**config.mk**
```make
export PLATFORM = sky130hd
export DESIGN_NAME = cam_cascade
export DESIGN_NICKNAME = d
export VERILOG_FILES = /design/src/rtl/cam_pkg.sv /design/src/rtl/cam_store.sv /design/src/rtl/cam_match.sv /design/src/rtl/cam_result.sv /design/src/rtl/cam_cascade.sv
export SDC_FILE = /design/constraint.sdc
export NUM_CORES = 1
export LEC_CHECK = 0
export BUFFER_PORTS_ARGS = -buffer_cell sky130_fd_sc_hd__buf_2
export CORE_MARGIN = 1.5
export CORE_UTILIZATION = 40
export DETAILED_ROUTE_END_ITERATION = 10
export GPL_TIMING_DRIVEN = 0
export HOLD_SLACK_MARGIN = 0.12
export PLACE_DENSITY = 0.52
export SLEW_MARGIN = 15
export SYNTH_ARGS = -nofsm -noshare
export SYNTH_HDL_FRONTEND = slang
export SYNTH_SLANG_ARGS = --single-unit
```
**constraint.sdc**
```tcl
create_clock -name clk -period 3 [get_ports clk]
set_input_delay 0.6 -clock clk [delete_from_list [all_inputs] [get_ports clk]]
set_output_delay 0.6 -clock clk [all_outputs]
set_load 0.005 [all_outputs]
```
**src/rtl/cam_pkg.sv**
```systemverilog
package cam_pkg;
  typedef enum logic [1:0] {
    OP_IDLE  = 2'b00,
    OP_WRITE = 2'b01,
    OP_READ  = 2'b10,
    OP_CMP   = 2'b11
  } cam_op_e;
endpackage

```
**src/rtl/cam_store.sv**
```systemverilog
module cam_store #(
  parameter int DEPTH = 16,
  parameter int WIDTH = 32,
  localparam int AW = $clog2(DEPTH)
) (
  input  logic                         clk,
  input  logic                         rst_n,
  input  logic                         wr_en,
  input  logic [AW-1:0]                wr_addr,
  input  logic [WIDTH-1:0]             wr_data,
  input  logic                         wr_occ,
  output logic [DEPTH-1:0][WIDTH-1:0]  data_q,
  output logic [DEPTH-1:0]             occ_q
);
  logic [DEPTH-1:0] occ_d;

  always_comb begin
    occ_d = occ_q;
    if (wr_en) occ_d[wr_addr] = wr_occ;
  end

  always_ff @(posedge clk or negedge rst_n) begin
    if (!rst_n) occ_q <= '0;
    else        occ_q <= occ_d;
  end

  // payload words carry no reset; the occupancy bits gate them
  always_ff @(posedge clk) begin
    if (wr_en) data_q[wr_addr] <= wr_data;
  end
endmodule

```
**src/rtl/cam_match.sv**
```systemverilog
module cam_match #(
  parameter int DEPTH = 16,
  parameter int WIDTH = 32,
  localparam int AW = $clog2(DEPTH)
) (
  input  logic [WIDTH-1:0]             key,
  input  logic [DEPTH-1:0][WIDTH-1:0]  data_q,
  input  logic [DEPTH-1:0]             occ_q,
  output logic                         hit,
  output logic [AW-1:0]                hit_idx
);
  logic [DEPTH-1:0] hit_vec;

  for (genvar g = 0; g < DEPTH; g++) begin : g_cmp
    assign hit_vec[g] = occ_q[g] && (data_q[g] == key);
  end

  // scan downward so the lowest set index is the last assignment
  always_comb begin
    hit_idx = '0;
    for (int i = DEPTH - 1; i >= 0; i--) begin
      if (hit_vec[i]) hit_idx = AW'(i);
    end
  end

  assign hit = |hit_vec;
endmodule

```
**src/rtl/cam_result.sv**
```systemverilog
module cam_result #(
  parameter int DEPTH = 16,
  localparam int AW = $clog2(DEPTH)
) (
  input  logic          clk,
  input  logic          rst_n,
  input  logic          is_rd,
  input  logic          is_cmp,
  input  logic [AW-1:0] rd_addr,
  input  logic          rd_occ,
  input  logic          hit,
  input  logic [AW-1:0] hit_idx,
  input  logic          mi_n,
  output logic          mf_n,
  output logic [AW-1:0] res_addr,
  output logic          vld_n_out
);
  logic          mf_d;
  logic [AW-1:0] addr_d;
  logic          vld_d;

  always_comb begin
    mf_d   = mf_n;
    addr_d = res_addr;
    vld_d  = vld_n_out;
    if (is_cmp) begin
      mf_d   = !(hit || !mi_n);
      addr_d = hit ? hit_idx : '0;
    end
    if (is_rd) begin
      addr_d = rd_addr;
      vld_d  = !rd_occ;
    end
  end

  always_ff @(posedge clk or negedge rst_n) begin
    if (!rst_n) begin
      mf_n      <= 1'b1;
      res_addr  <= '0;
      vld_n_out <= 1'b1;
    end else begin
      mf_n      <= mf_d;
      res_addr  <= addr_d;
      vld_n_out <= vld_d;
    end
  end
endmodule

```
**src/rtl/cam_cascade.sv**
```systemverilog
module cam_cascade #(
  parameter int DEPTH  = 16,
  parameter int WIDTH  = 32,
  parameter int PAGE_W = 4,
  localparam int AW = $clog2(DEPTH)
) (
  input  logic              clk,
  input  logic              rst_n,
  input  logic [1:0]        op_kind,
  input  logic [AW-1:0]     op_addr,
  input  logic [WIDTH-1:0]  op_data,
  input  logic              vld_n_in,
  input  logic              page_wr,
  input  logic [PAGE_W-1:0] page_in,
  input  logic              res_oe_n,
  input  logic              mi_n,
  input  logic              fi_n,
  output logic              mf_n,
  output logic              ff_n,
  output logic              vld_n_out,
  output logic              res_en,
  output logic [PAGE_W-1:0] res_page,
  output logic [AW-1:0]     res_addr
);
  import cam_pkg::*;

  cam_op_e                     op;
  logic [1:0]                  rst_sync;
  logic                        rst_q;
  logic [DEPTH-1:0][WIDTH-1:0] data_q;
  logic [DEPTH-1:0]            occ_q;
  logic                        hit;
  logic [AW-1:0]               hit_idx;
  logic [PAGE_W-1:0]           page_d;

  assign op = cam_op_e'(op_kind);

  // asynchronous assertion, synchronous release
  always_ff @(posedge clk or negedge rst_n) begin
    if (!rst_n) rst_sync <= 2'b00;
    else        rst_sync <= {rst_sync[0], 1'b1};
  end
  assign rst_q = rst_sync[1];

  cam_store #(.DEPTH(DEPTH), .WIDTH(WIDTH)) u_store (
    .clk     (clk),
    .rst_n   (rst_q),
    .wr_en   (op == OP_WRITE),
    .wr_addr (op_addr),
    .wr_data (op_data),
    .wr_occ  (!vld_n_in),
    .data_q  (data_q),
    .occ_q   (occ_q)
  );

  cam_match #(.DEPTH(DEPTH), .WIDTH(WIDTH)) u_match (
    .key     (op_data),
    .data_q  (data_q),
    .occ_q   (occ_q),
    .hit     (hit),
    .hit_idx (hit_idx)
  );

  cam_result #(.DEPTH(DEPTH)) u_result (
    .clk       (clk),
    .rst_n     (rst_q),
    .is_rd     (op == OP_READ),
    .is_cmp    (op == OP_CMP),
    .rd_addr   (op_addr),
    .rd_occ    (occ_q[op_addr]),
    .hit       (hit),
    .hit_idx   (hit_idx),
    .mi_n      (mi_n),
    .mf_n      (mf_n),
    .res_addr  (res_addr),
    .vld_n_out (vld_n_out)
  );

  always_comb begin
    page_d = res_page;
    if (page_wr) page_d = page_in;
  end

  always_ff @(posedge clk or negedge rst_q) begin
    if (!rst_q) res_page <= '0;
    else        res_page <= page_d;
  end

  assign ff_n   = !((&occ_q) && !fi_n);
  assign res_en = !res_oe_n && mi_n;
endmodule

```
==> results of run 1 <==
-- cells in the mapped netlist, types with 13 or more instances --
cell      count  area, sq um
xnor2_1     220         1930
dfrtp_1      26          651
inv_1        13         48.8
nand4_1      63          394
buf_6        16          180
a21oi_1      19         95.1
buf_2        32          160
nand2_1      17         63.8
edfxtp_1    512        15400
buf_4        16          120
xor2_1      280         2450
nor4_1       71          444
nor3_1       20          100
nor2_1       34          128
nand3_1      29          145
-- final cells by class --
class / instances / area (sq um) / area share [%]
diodes: 1 / 2.50 / 0.00929
plain buffers: 56 / 513 / 1.91
clock buffers: 72 / 1530 / 5.67
clock inverters: 25 / 159 / 0.590
inverters: 13 / 48.8 / 0.181
multi-input cells: 831 / 6790 / 25.2
flip-flops and latches: 540 / 16100 / 59.7
well taps: 756 / 946 / 3.51
repair buffers: 81 / 861 / 3.20
-- how the worst max path moves through the flow --
stage / start / end / slack [ns] / cells after the start
after floorplan: op_kind[0] / u_store.data_q[224] / -0.02 / 5
after global placement: op_data[8] / u_result.res_addr[0] / -1.74 / 11
after detailed placement: op_data[8] / u_result.res_addr[0] / -1.79 / 11
after CTS: op_data[2] / u_result.res_addr[0] / -0.01 / 11
after global routing: op_data[29] / u_result.res_addr[0] / 0.001 / 11
final: op_data[19] / u_result.res_addr[0] / 0.02 / 10
-- registers in the layout, summed over array words and instances, names as in the netlist --
register,flops
u_result.mf_n,1
rst_sync,2
u_store.occ_q,16
u_store.data_q,512
res_page,4
u_result.res_addr,4
u_result.vld_n_out,1
-- through the flow --
stage          setup WS, ns  hold slack (ns)  area, sq um
2_1_floorplan       -0.0240            0.304        23100
3_3_place_gp          -1.74            0.334        24300
3_5_place_dp          -1.79            0.336        24800
4_1_cts             -0.0116            0.196        26800
5_1_grt             0.00125            0.216        26900
6_report             0.0172            0.231        26900
-- cells in the final DEF (no fill, tap or decap), types with 3 or more instances in the layout --
cell type	n
o21ai_0	5
edfxtp_1	512
nand3_1	27
a21boi_0	3
nor2_1	22
and2_1	4
mux4_2	5
clkinv_1	16
nor3_4	5
buf_4	40
or3_1	7
clkinv_2	6
and3_1	5
nor4_1	54
dfrtp_1	25
nor4_2	13
nor2_4	12
nor2b_1	3
nor4_4	8
nand2b_1	7
buf_2	28
nand2_1	17
mux2_2	4
buf_16	7
buf_8	7
xnor2_1	220
inv_1	13
a21oi_1	19
buf_1	3
clkbuf_16	59
buf_6	38
buf_12	8
nand4_1	63
clkbuf_1	16
xor2_1	280
nor3_2	5
nor3_1	10
-- report_power, final --
part / internal (mW) / switching (mW) / leakage [nW]
Combinational: 0.433 / 0.823 / 2.99
Sequential: 8.41 / 0.140 / 4.94
Clock: 3.71 / 2.85 / 0.824
Total: 12.6 / 3.81 / 8.76
-- layer usage --
| metal | share of wire [%] | routed length (microns) | global-route usage [%] |
|---|---|---|---|
| met4 | 3.7 | 2650 | 8.90 |
| met3 | 6.8 | 4800 | 3.88 |
| met2 | 47 | 32900 | 38.4 |
| met1 | 43 | 30400 | 34.0 |
| met5 | 0 | 0 | 0 |
-- timing repair --
action                     CTS  global route
pin swaps                    1             7
setup endpoints to repair    5             4
gates resized for setup     81            26
hold endpoints to repair     2             0
setup buffers                0             2
hold buffers                 1             0
-- cells by family after synthesis --
family                 synth area share, %
AND/OR/NAND/NOR                       6.73
AO/OA/AOI/OAI                         1.48
multiplexers                         0.684
other                               0.0163
XOR/XNOR                              19.0
buffers and inverters                 2.31
flip-flops                            69.8
==> summary.txt, run 1 <==
status -> complete, no violations
Reg2Reg Depth -> 8
drt wl/cell -> 29.8 microns
Die Width -> 243 microns
effective utilization at floorplan -> 40.6%
Leak -> 8.76 nW
Fill cells -> 4917
Seq cells post-synth -> 540
Power Dens Cells -> 608 nW/um^2
CP arrival -> 3.50 ns
Power Total -> 16.4 mW
number of instances in the placed design -> 2288
initial antenna violation count -> 9
min-delay src -> page_in[0]
Critical Path Start Type -> input pin
count of pins over their slew limit -> 0
Hold Crit Class -> input pin to flip-flop
Final Wtd Congestion -> 0.857
Hold EP -> res_page[0]
EDFF count, synth -> 512
Post-synth top flop -> edfxtp_1
fraction of layout cells with a size suffix above 1 -> 16.0%
vias in the first global route -> 12500
row count -> 87
reg2reg end -> u_result.res_addr[0]
CTS buffer count -> 57
# setup viols final -> 0
synth warn -> 0
delay of the slowest critical-path stage -> 0.55 ns
slew margin rel. -> 43.3%
crit-path most repeated cell -> nor4_1
RSZ-0062 raised after global routing -> false
Pre-Repair DR Iteration Count -> 5
Tmin final -> 2.98 ns
Crit Path Class -> input pin to flip-flop
DRT iter0 DRCs -> 1356
Critical R2R Launch -> u_store.data_q[395]
final cell count without fillers -> 2375
CTS clk-pin slew, worst paths -> 0.06 ns
CTS tree -> yes
worst vdd ir -> 0.000420 V
largest net degree at the start of global routing -> 29
synthesized area -> 23000 sq um
io pins -> 61
fin nets -> 1629
Tot GR Track Use -> 24.3%
Final Hold Viols -> 0
# H-tree levels -> 2
Routed Antenna Nets -> 0
Hold Path Stages -> 2
die area -> 59100 sq um
CORE AREA -> 56700 sq um
CP max FO -> 17
highest clock rate -> 0.335 GHz
Crit path required time -> 3.52 ns
first-pass GRT wire length -> 98.3 mm
grt total ovfl -> 0
Detailed Place HPWL -> 45.6 mm
Avg Inst Size Synth -> 15.8 sq um
Die Span Y -> 243 microns
DRC viols -> 0
worst-case clock buffer depth -> 3
CP Capture Type -> flip-flop
Clk Latency, worst-skew pair -> 0.61 ns
max-capacitance violation count -> 0
Worst Max-Slew Pin Slew -> 0.850 ns
Post-Synthesis Cells -> 1454
Syn Nets -> 1503
fraction of the yosys area taken by sequential cells -> 69.8%
final core area utilization -> 47.5%
period utilisation layout -> 99.4%
Crit path max-delay family -> simple AND/OR/NAND/NOR gates
Final Skew -> 0.0152 ns
Setup TNS -> 0 ns
Via Count -> 12800
synth unique cells -> 50
area delta synth->final -> 16.9%
clock sinks -> 540
worst-path cell chain -> buf_4 -> buf_8 -> xor2_1 -> nor4_1 -> nand3_2 -> or4_1 -> nand4_1 -> nor4_1 -> or3_1 -> a21oi_1
Buf/Inv on CP -> 2
# port buffers -> 58
WL final -> 70.8 mm
Clock Tree Root -> clkbuf_16
R2R setup slack -> 0.18 ns
CP max stage cell -> or4_1
Vias per Instance -> 5.38
Synth async-reset ratio -> 5.19%
No activity file was read; power rests on OpenSTA's default activity.
==> run 2: changes to the inputs <==
Settings changed: ABC_AREA set to 1.
==> summary.txt, run 2 <==
period utilisation layout -> 98.4% (-1.0 points)
Final WS setup -> 0.0477 ns (+0.0304 ns)
drt wl/cell -> 31.2 microns (+4.6%)
most common library cells after synthesis -> edfxtp_1 (512), nand2_1 (414), nor2_1 (156)
Leak -> 9.85 nW (+12%)
Top Registers -> u_store.data_q: 512 flops, u_store.occ_q: 16 flops
Power Dens Cells -> 634 nW/um^2 (+4.2%)
cell taking the most area after synthesis -> edfxtp_1
max reg flops -> 512 (unchanged)
Die Span Y -> 248 microns (+1.9%)
CP Capture Type -> flip-flop
CP max stage cell -> nor3_2
R2R setup slack -> 0.26 ns (+0.08 ns)
Synth area leaders -> edfxtp_1 (64%), nand2_1 (6.5%), xnor2_1 (4.4%), dfrtp_1 (2.7%), o21ai_0 (2.5%)
Tmin final -> 2.95 ns (-0.0304 ns)
Detailed Place HPWL -> 59.1 mm (+30%)
CTS buffer count -> 57 (unchanged)
DRT iter0 DRCs -> 2284 (+68%)
reg2reg end -> u_result.res_addr[1]
most frequent cells in the layout -> edfxtp_1 (512), nand2_1 (414), nor2_1 (137)
io pins -> 61 (unchanged)
fin nets -> 2171 (+33%)
max-capacitance violation count -> 0 (unchanged)
Critical R2R Launch -> u_store.occ_q[7]
Clock Tree Root -> clkbuf_16
Crit Path Class -> input pin to flip-flop
Critical Path Start Type -> input pin
Worst Max-Slew Pin Slew -> 0.639 ns (-0.211 ns)
CORE AREA -> 59000 sq um (+4.1%)
# diodes -> 0 (-1)
Crit path max-delay family -> simple AND/OR/NAND/NOR gates
commonest non-fill, non-tap cell in the layout -> edfxtp_1
Buf/Inv on CP -> 4 (+2)
Reg2Reg Depth -> 13 (+5)
Die Width -> 248 microns (+1.9%)
Vias per Instance -> 5.84 (+8.4%)
area post-placement -> 25600 sq um (+3.2%)
# port buffers -> 59 (+1.7%)
synth warn -> 0 (unchanged)
status -> complete, no violations
Final Wtd Congestion -> 0.927 (+8.2%)
Crit path required time -> 3.56 ns (+0.04 ns)
row count -> 89 (+2.3%)
CP arrival -> 3.52 ns (+0.02 ns)
area delta synth->final -> 17.0%
Syn Nets -> 2037 (+36%)
CTS tree -> yes
delay of the slowest critical-path stage -> 0.39 ns (-0.16 ns)
Post-Synthesis Cells -> 1988 (+37%)
fraction of the yosys area taken by sequential cells -> 67.2% (-2.6 points)
Routed Antenna Nets -> 0 (unchanged)
Seq cells post-synth -> 540 (unchanged)
EDFF count, synth -> 512 (unchanged)
clock sinks -> 540 (unchanged)
Synth async-reset ratio -> 5.19% (unchanged)
fraction of layout cells with a size suffix above 1 -> 16.1% (+0.076 points)
Final Hold Viols -> 0 (unchanged)
crit-path most repeated cell -> nand2_1
Final Skew -> 0.0197 ns (+0.00451 ns)
WL final -> 91.8 mm (+30%)
Hold Crit Class -> input pin to flip-flop
largest net degree at the start of global routing -> 32 (+10%)
Clk Latency, worst-skew pair -> 0.62 ns (about the same)
# H-tree levels -> 2 (unchanged)
Via Count -> 17200 (+34%)
worst-path cell chain -> buf_4 -> inv_1 -> buf_4 -> o21ai_0 -> nor3_2 -> nand4_1 -> nor2_1 -> nand4_1 -> buf_4 -> nand2_1 -> nand2_1 -> nand2_1 -> nand2_1 -> nand2_1 -> nand2_1 -> nand2_1 -> nand2_1 -> nand2_1 -> nand2_1 -> nand2_1
top-area cell type share of the netlist area -> 64.3% (-2.4 points)
min-delay src -> mi_n
DRC viols -> 0 (unchanged)
Pre-Repair DR Iteration Count -> 5 (unchanged)
synthesized area -> 23900 sq um (+3.8%)
synth unique cells -> 54 (+8.0%)
vias in the first global route -> 16700 (+33%)
Fill cells -> 5363 (+9.1%)
slew margin rel. -> 57.3% (+14 points)
Tot GR Track Use -> 30.6% (+6.3 points)
grt total ovfl -> 0 (unchanged)
top-count cell post-synth -> edfxtp_1
DP Worst Slack -> -1.42 ns (+0.373 ns)
effective utilization at floorplan -> 40.5% (-0.11 points)
Avg Inst Size Synth -> 12.0 sq um (-24%)
worst-case clock buffer depth -> 3 (unchanged)
initial antenna violation count -> 4 (-5)
CTS clk-pin slew, worst paths -> 0.06 ns (about the same)
Most flops, register -> u_store.data_q
die area -> 61300 sq um (+3.7%)
# setup viols final -> 0 (unchanged)
highest clock rate -> 0.339 GHz (+1.0%)
Finished Cell Area -> 28000 sq um (+3.9%)
count of pins over their slew limit -> 0 (unchanged)
Hold Path Stages -> 3 (+1)
first-pass GRT wire length -> 127 mm (+29%)
worst vdd ir -> 0.000456 V (+8.7%)
Hold EP -> u_result.mf_n
CP max FO -> 17 (unchanged)
Post-synth top flop -> edfxtp_1
-- run 2: cell types whose count changed in the layout (fill, tap and decap cells not counted), sizes merged, moves of 13 or more --
cell,previous run,this run
o22ai,2,78
nand2,17,415
buf,131,149
a22o,0,29
or2,1,30
nand4,63,44
o21ai,5,136
xor2,280,22
inv,14,133
nor4,75,19
a211oi,2,24
nor2,34,157
a221oi,2,15
xnor2,220,121
-- run 2: cell type report --
type,instances,area (sq um),share of cell area [%]
Sequential cell,540,16100,57.5
Clock buffer,66,1550,5.55
Clock inverter,41,473,1.69
Tap cell,773,967,3.46
Timing Repair Buffer,80,815,2.91
Buffer,78,694,2.48
Inverter,135,543,1.94
Multi-Input combinational cell,1230,6860,24.5
-- run 2: worst max-delay path by stage --
| stage | from | end | slack [ns] | cells after the start |
|---|---|---|---|---|
| 4_1_cts | op_data[11] | u_result.res_addr[0] | 0.006 | 25 |
| 5_1_grt | op_data[22] | u_result.res_addr[0] | -0.01 | 23 |
| 6_report | op_data[17] | u_result.res_addr[0] | 0.05 | 20 |
| 3_3_place_gp | op_data[7] | u_result.res_addr[1] | -1.39 | 17 |
| 2_1_floorplan | op_kind[1] | u_store.data_q[416] | 0.03 | 4 |
| 3_5_place_dp | op_data[7] | u_result.res_addr[1] | -1.42 | 17 |
-- run 2: cells by family after synthesis --
| kind of cell | Yosys count | synth area share [%] |
|---|---|---|
| and+or+nand+nor | 738 | 13.1 |
| DFF | 540 | 67.2 |
| AOI/OAI and AO/OA | 334 | 8.81 |
| buffers and inverters | 218 | 4.96 |
| xor gates and xnor gates | 143 | 5.24 |
| muxes | 14 | 0.607 |
| other | 1 | 0.0157 |
-- run 2: tightest hold or removal path, stage by stage --
cell,delay [ns]
buf_2,0.10
nand3_1,0.07
nand2_1,0.05
-- run 2: routing by layer --
| layer | wire length, microns | GRT usage (%) |
|---|---|---|
| met1 | 37700 | 42.3 |
| met2 | 42000 | 48.6 |
| met4 | 3850 | 12.0 |
| met5 | 0 | 0 |
| met3 | 8250 | 4.62 |
-- run 2: timing repair --
action | 4_1_cts | 5_1_grt
setup buffers | 2 | 2
gates resized for setup | 58 | 35
hold buffers | 1 | 0
pin swaps | 2 | 3
setup endpoints to repair | 5 | 5
endpoints found under the hold margin | 2 | 0
-- run 2: metrics by stage --
stage / power [mW] / instances / util, % / setup TNS [ns] / hold slack (ns)
2_1_floorplan: 9.31 / 1988 / - / 0 / 0.304
3_3_place_gp: 10.1 / 2820 / 42.7 / -474.84 / 0.338
3_5_place_dp: 10.1 / 2836 / 43.4 / -6.58 / 0.343
4_1_cts: 17.7 / 2946 / 47.2 / 0 / 0.177
5_1_grt: 18.1 / 2943 / 47.4 / -0.0118 / 0.206
6_report: 17.7 / 2943 / 47.4 / 0 / 0.198
-- run 2: power breakdown --
| group | internal (mW) | switching, mW | leakage (nW) | total [mW] |
|---|---|---|---|---|
| Clock | 4.63 | 3.09 | 1.00 | 7.72 |
| Sequential | 8.40 | 0.103 | 4.93 | 8.50 |
| Combinational | 0.419 | 1.09 | 3.92 | 1.51 |
| Total | 13.4 | 4.28 | 9.85 | 17.7 |
==> run 3: changes to the inputs <==
Clock period 3 ns to 2.9 ns, I/O delays scaled along.
==> summary.txt, run 3 (synthesis gave the netlist of run 2 again) <==
status -> complete, no violations
initial antenna violation count -> 6 (+2)
WL final -> 91.7 mm (about the same)
vias in the first global route -> 16700 (-0.072%)
Worst Max-Slew Pin Slew -> 0.625 ns (-0.0132 ns)
CTS clk-pin slew, worst paths -> 0.06 ns (about the same)
effective utilization at floorplan -> 40.5% (unchanged)
Setup TNS -> 0 ns (unchanged)
first-pass GRT wire length -> 127 mm (-0.40%)
Critical Path Start Type -> input pin
Die Span Y -> 248 microns (unchanged)
most frequent cells in the layout -> edfxtp_1 (512), nand2_1 (414), nor2_1 (134)
Clk Latency, worst-skew pair -> 0.62 ns (about the same)
clock sinks -> 540 (unchanged)
grt total ovfl -> 0 (unchanged)
# H-tree levels -> 2 (unchanged)
# setup viols final -> 0 (unchanged)
routing usage on met1 -> 42.1% (-0.15 points)
slew margin rel. -> 58.2% (+0.88 points)
Final Hold Viols -> 0 (unchanged)
max-capacitance violation count -> 0 (unchanged)
period utilisation layout -> 98.1%
grt peak-use layer -> met2
area post-placement -> 25600 sq um (unchanged)
Tot GR Track Use -> 30.5% (-0.13 points)
Clock Tree Root -> clkbuf_16
row count -> 89 (unchanged)
Crit path required time -> 3.46 ns (-0.10 ns)
fraction of layout cells with a size suffix above 1 -> 16.3% (+0.19 points)
largest net degree at the start of global routing -> 32 (unchanged)
max reg flops -> 512 (unchanged)
Pre-Repair DR Iteration Count -> 6 (+1)
Final Skew -> 0.0130 ns (-0.00677 ns)
RSZ-0062 raised after global routing -> false
area delta synth->final -> 17.4%
Routed Antenna Nets -> 0 (unchanged)
fin nets -> 2170 (-0.046%)
CTS buffer count -> 57 (unchanged)
drt wl/cell -> 31.2 microns (about the same)
Final Wtd Congestion -> 0.927 (unchanged)
Detailed Place HPWL -> 59.1 mm (unchanged)
CP max FO -> 17 (unchanged)
hold slack -> 0.184 ns (-0.0138 ns)
worst-case clock buffer depth -> 3 (unchanged)
Finished Cell Area -> 28100 sq um (+0.30%)
# port buffers -> 59 (unchanged)
io pins -> 61 (unchanged)
met2 Use GR -> 48.2% (-0.40 points)
DRT iter0 DRCs -> 2376 (+4.0%)
Die Width -> 248 microns (unchanged)
Fill cells -> 5364 (+0.019%)
Power Dens Cells -> 653 nW/um^2 (+3.1%)
CP Capture Type -> flip-flop
CTS tree -> yes
Most flops, register -> u_store.data_q
Hold Crit Class -> input pin to flip-flop
die area -> 61300 sq um (unchanged)
worst vdd ir -> 0.000468 V (+2.5%)
Vias per Instance -> 5.85 (+0.32%)
count of pins over their slew limit -> 0 (unchanged)
Crit Path Class -> input pin to flip-flop
highest clock rate -> 0.351 GHz
Leak -> 9.89 nW (+0.37%)
Top Registers -> u_store.data_q: 512 flops, u_store.occ_q: 16 flops
CORE AREA -> 59000 sq um (unchanged)
commonest non-fill, non-tap cell in the layout -> edfxtp_1
DRC viols -> 0 (unchanged)
Via Count -> 17200 (+0.32%)
Tmin final -> 2.85 ns
CP arrival -> 3.40 ns (-0.12 ns)
met3 Use GR -> 4.66% (+0.043 points)
[run 3: worst max-delay path, stage by stage]
cell and delay (ns):
buf_6 0.24, buf_6 0.25, inv_4 0.06, buf_6 0.16, a22o_1 0.23, nor3_2 0.33
nand4_1 0.15, nor2_2 0.26, nand4_1 0.27, and2_1 0.24, and2_4 0.16, nand4_1 0.06
nand2_1 0.08, nor2_2 0.11, nand2_1 0.10, nand2_1 0.08
[run 3: through the flow]
stage	cells	power, mW	worst slack [ns]	utilization [%]
after CTS	2944	18.3	0.00811	47.3
after detailed placement	2836	10.5	-1.50	43.4
after global placement	2820	10.4	-1.47	42.7
final	2943	18.3	0.0538	47.6
after global routing	2942	18.8	0.000462	47.6
after floorplan	1988	9.63	-0.0536	-
[run 3: layer usage]
metal	share of wire, %	routed length [microns]	vias to the layer above
li1	-	-	7380
met1	41	37400	8760
met2	46	42000	925
met3	9.2	8410	166
met4	4.3	3920	0
met5	0	0	-
[run 3: worst paths after layout]
kind / from / to / slack [ns] / depth (start not counted)
max: op_data[4] / u_result.res_addr[1] / 0.05 / 16
min: mi_n / u_result.mf_n / 0.18 / 3
max reg2reg: u_store.occ_q[7] / u_result.res_addr[1] / 0.17 / 13
min reg2reg: rst_sync[1] / u_store.occ_q[11] / 0.29 / 0
max in group asynchronous: rst_sync[1] / u_store.occ_q[5] / 2.20 / 0
min in group asynchronous: rst_n / rst_sync[0] / 0.27 / 2
[run 3: area by class of cell]
class,count,area [sq um],share of cell area (%)
Inverter,135,543,1.93
Multi-Input combinational cell,1230,6890,24.6
Tap cell,773,967,3.45
Buffer,77,707,2.52
Clock inverter,41,473,1.69
Timing Repair Buffer,80,848,3.02
Sequential cell,540,16100,57.3
Clock buffer,66,1550,5.53
Antenna cell,1,2.50,0.00892
[run 3: what timing repair did]
action                     CTS  global route
setup endpoints to repair    5             5
resized for setup           70            50
setup buffers                2             2
hold endpoints to repair     2             0
pin swaps                    3             4
hold buffers                 1             0
[run 3: report_power, final]
part / total, mW / switching [mW] / internal [mW]
Combinational: 1.57 / 1.13 / 0.441
Sequential: 8.79 / 0.106 / 8.69
Clock: 7.96 / 3.18 / 4.78
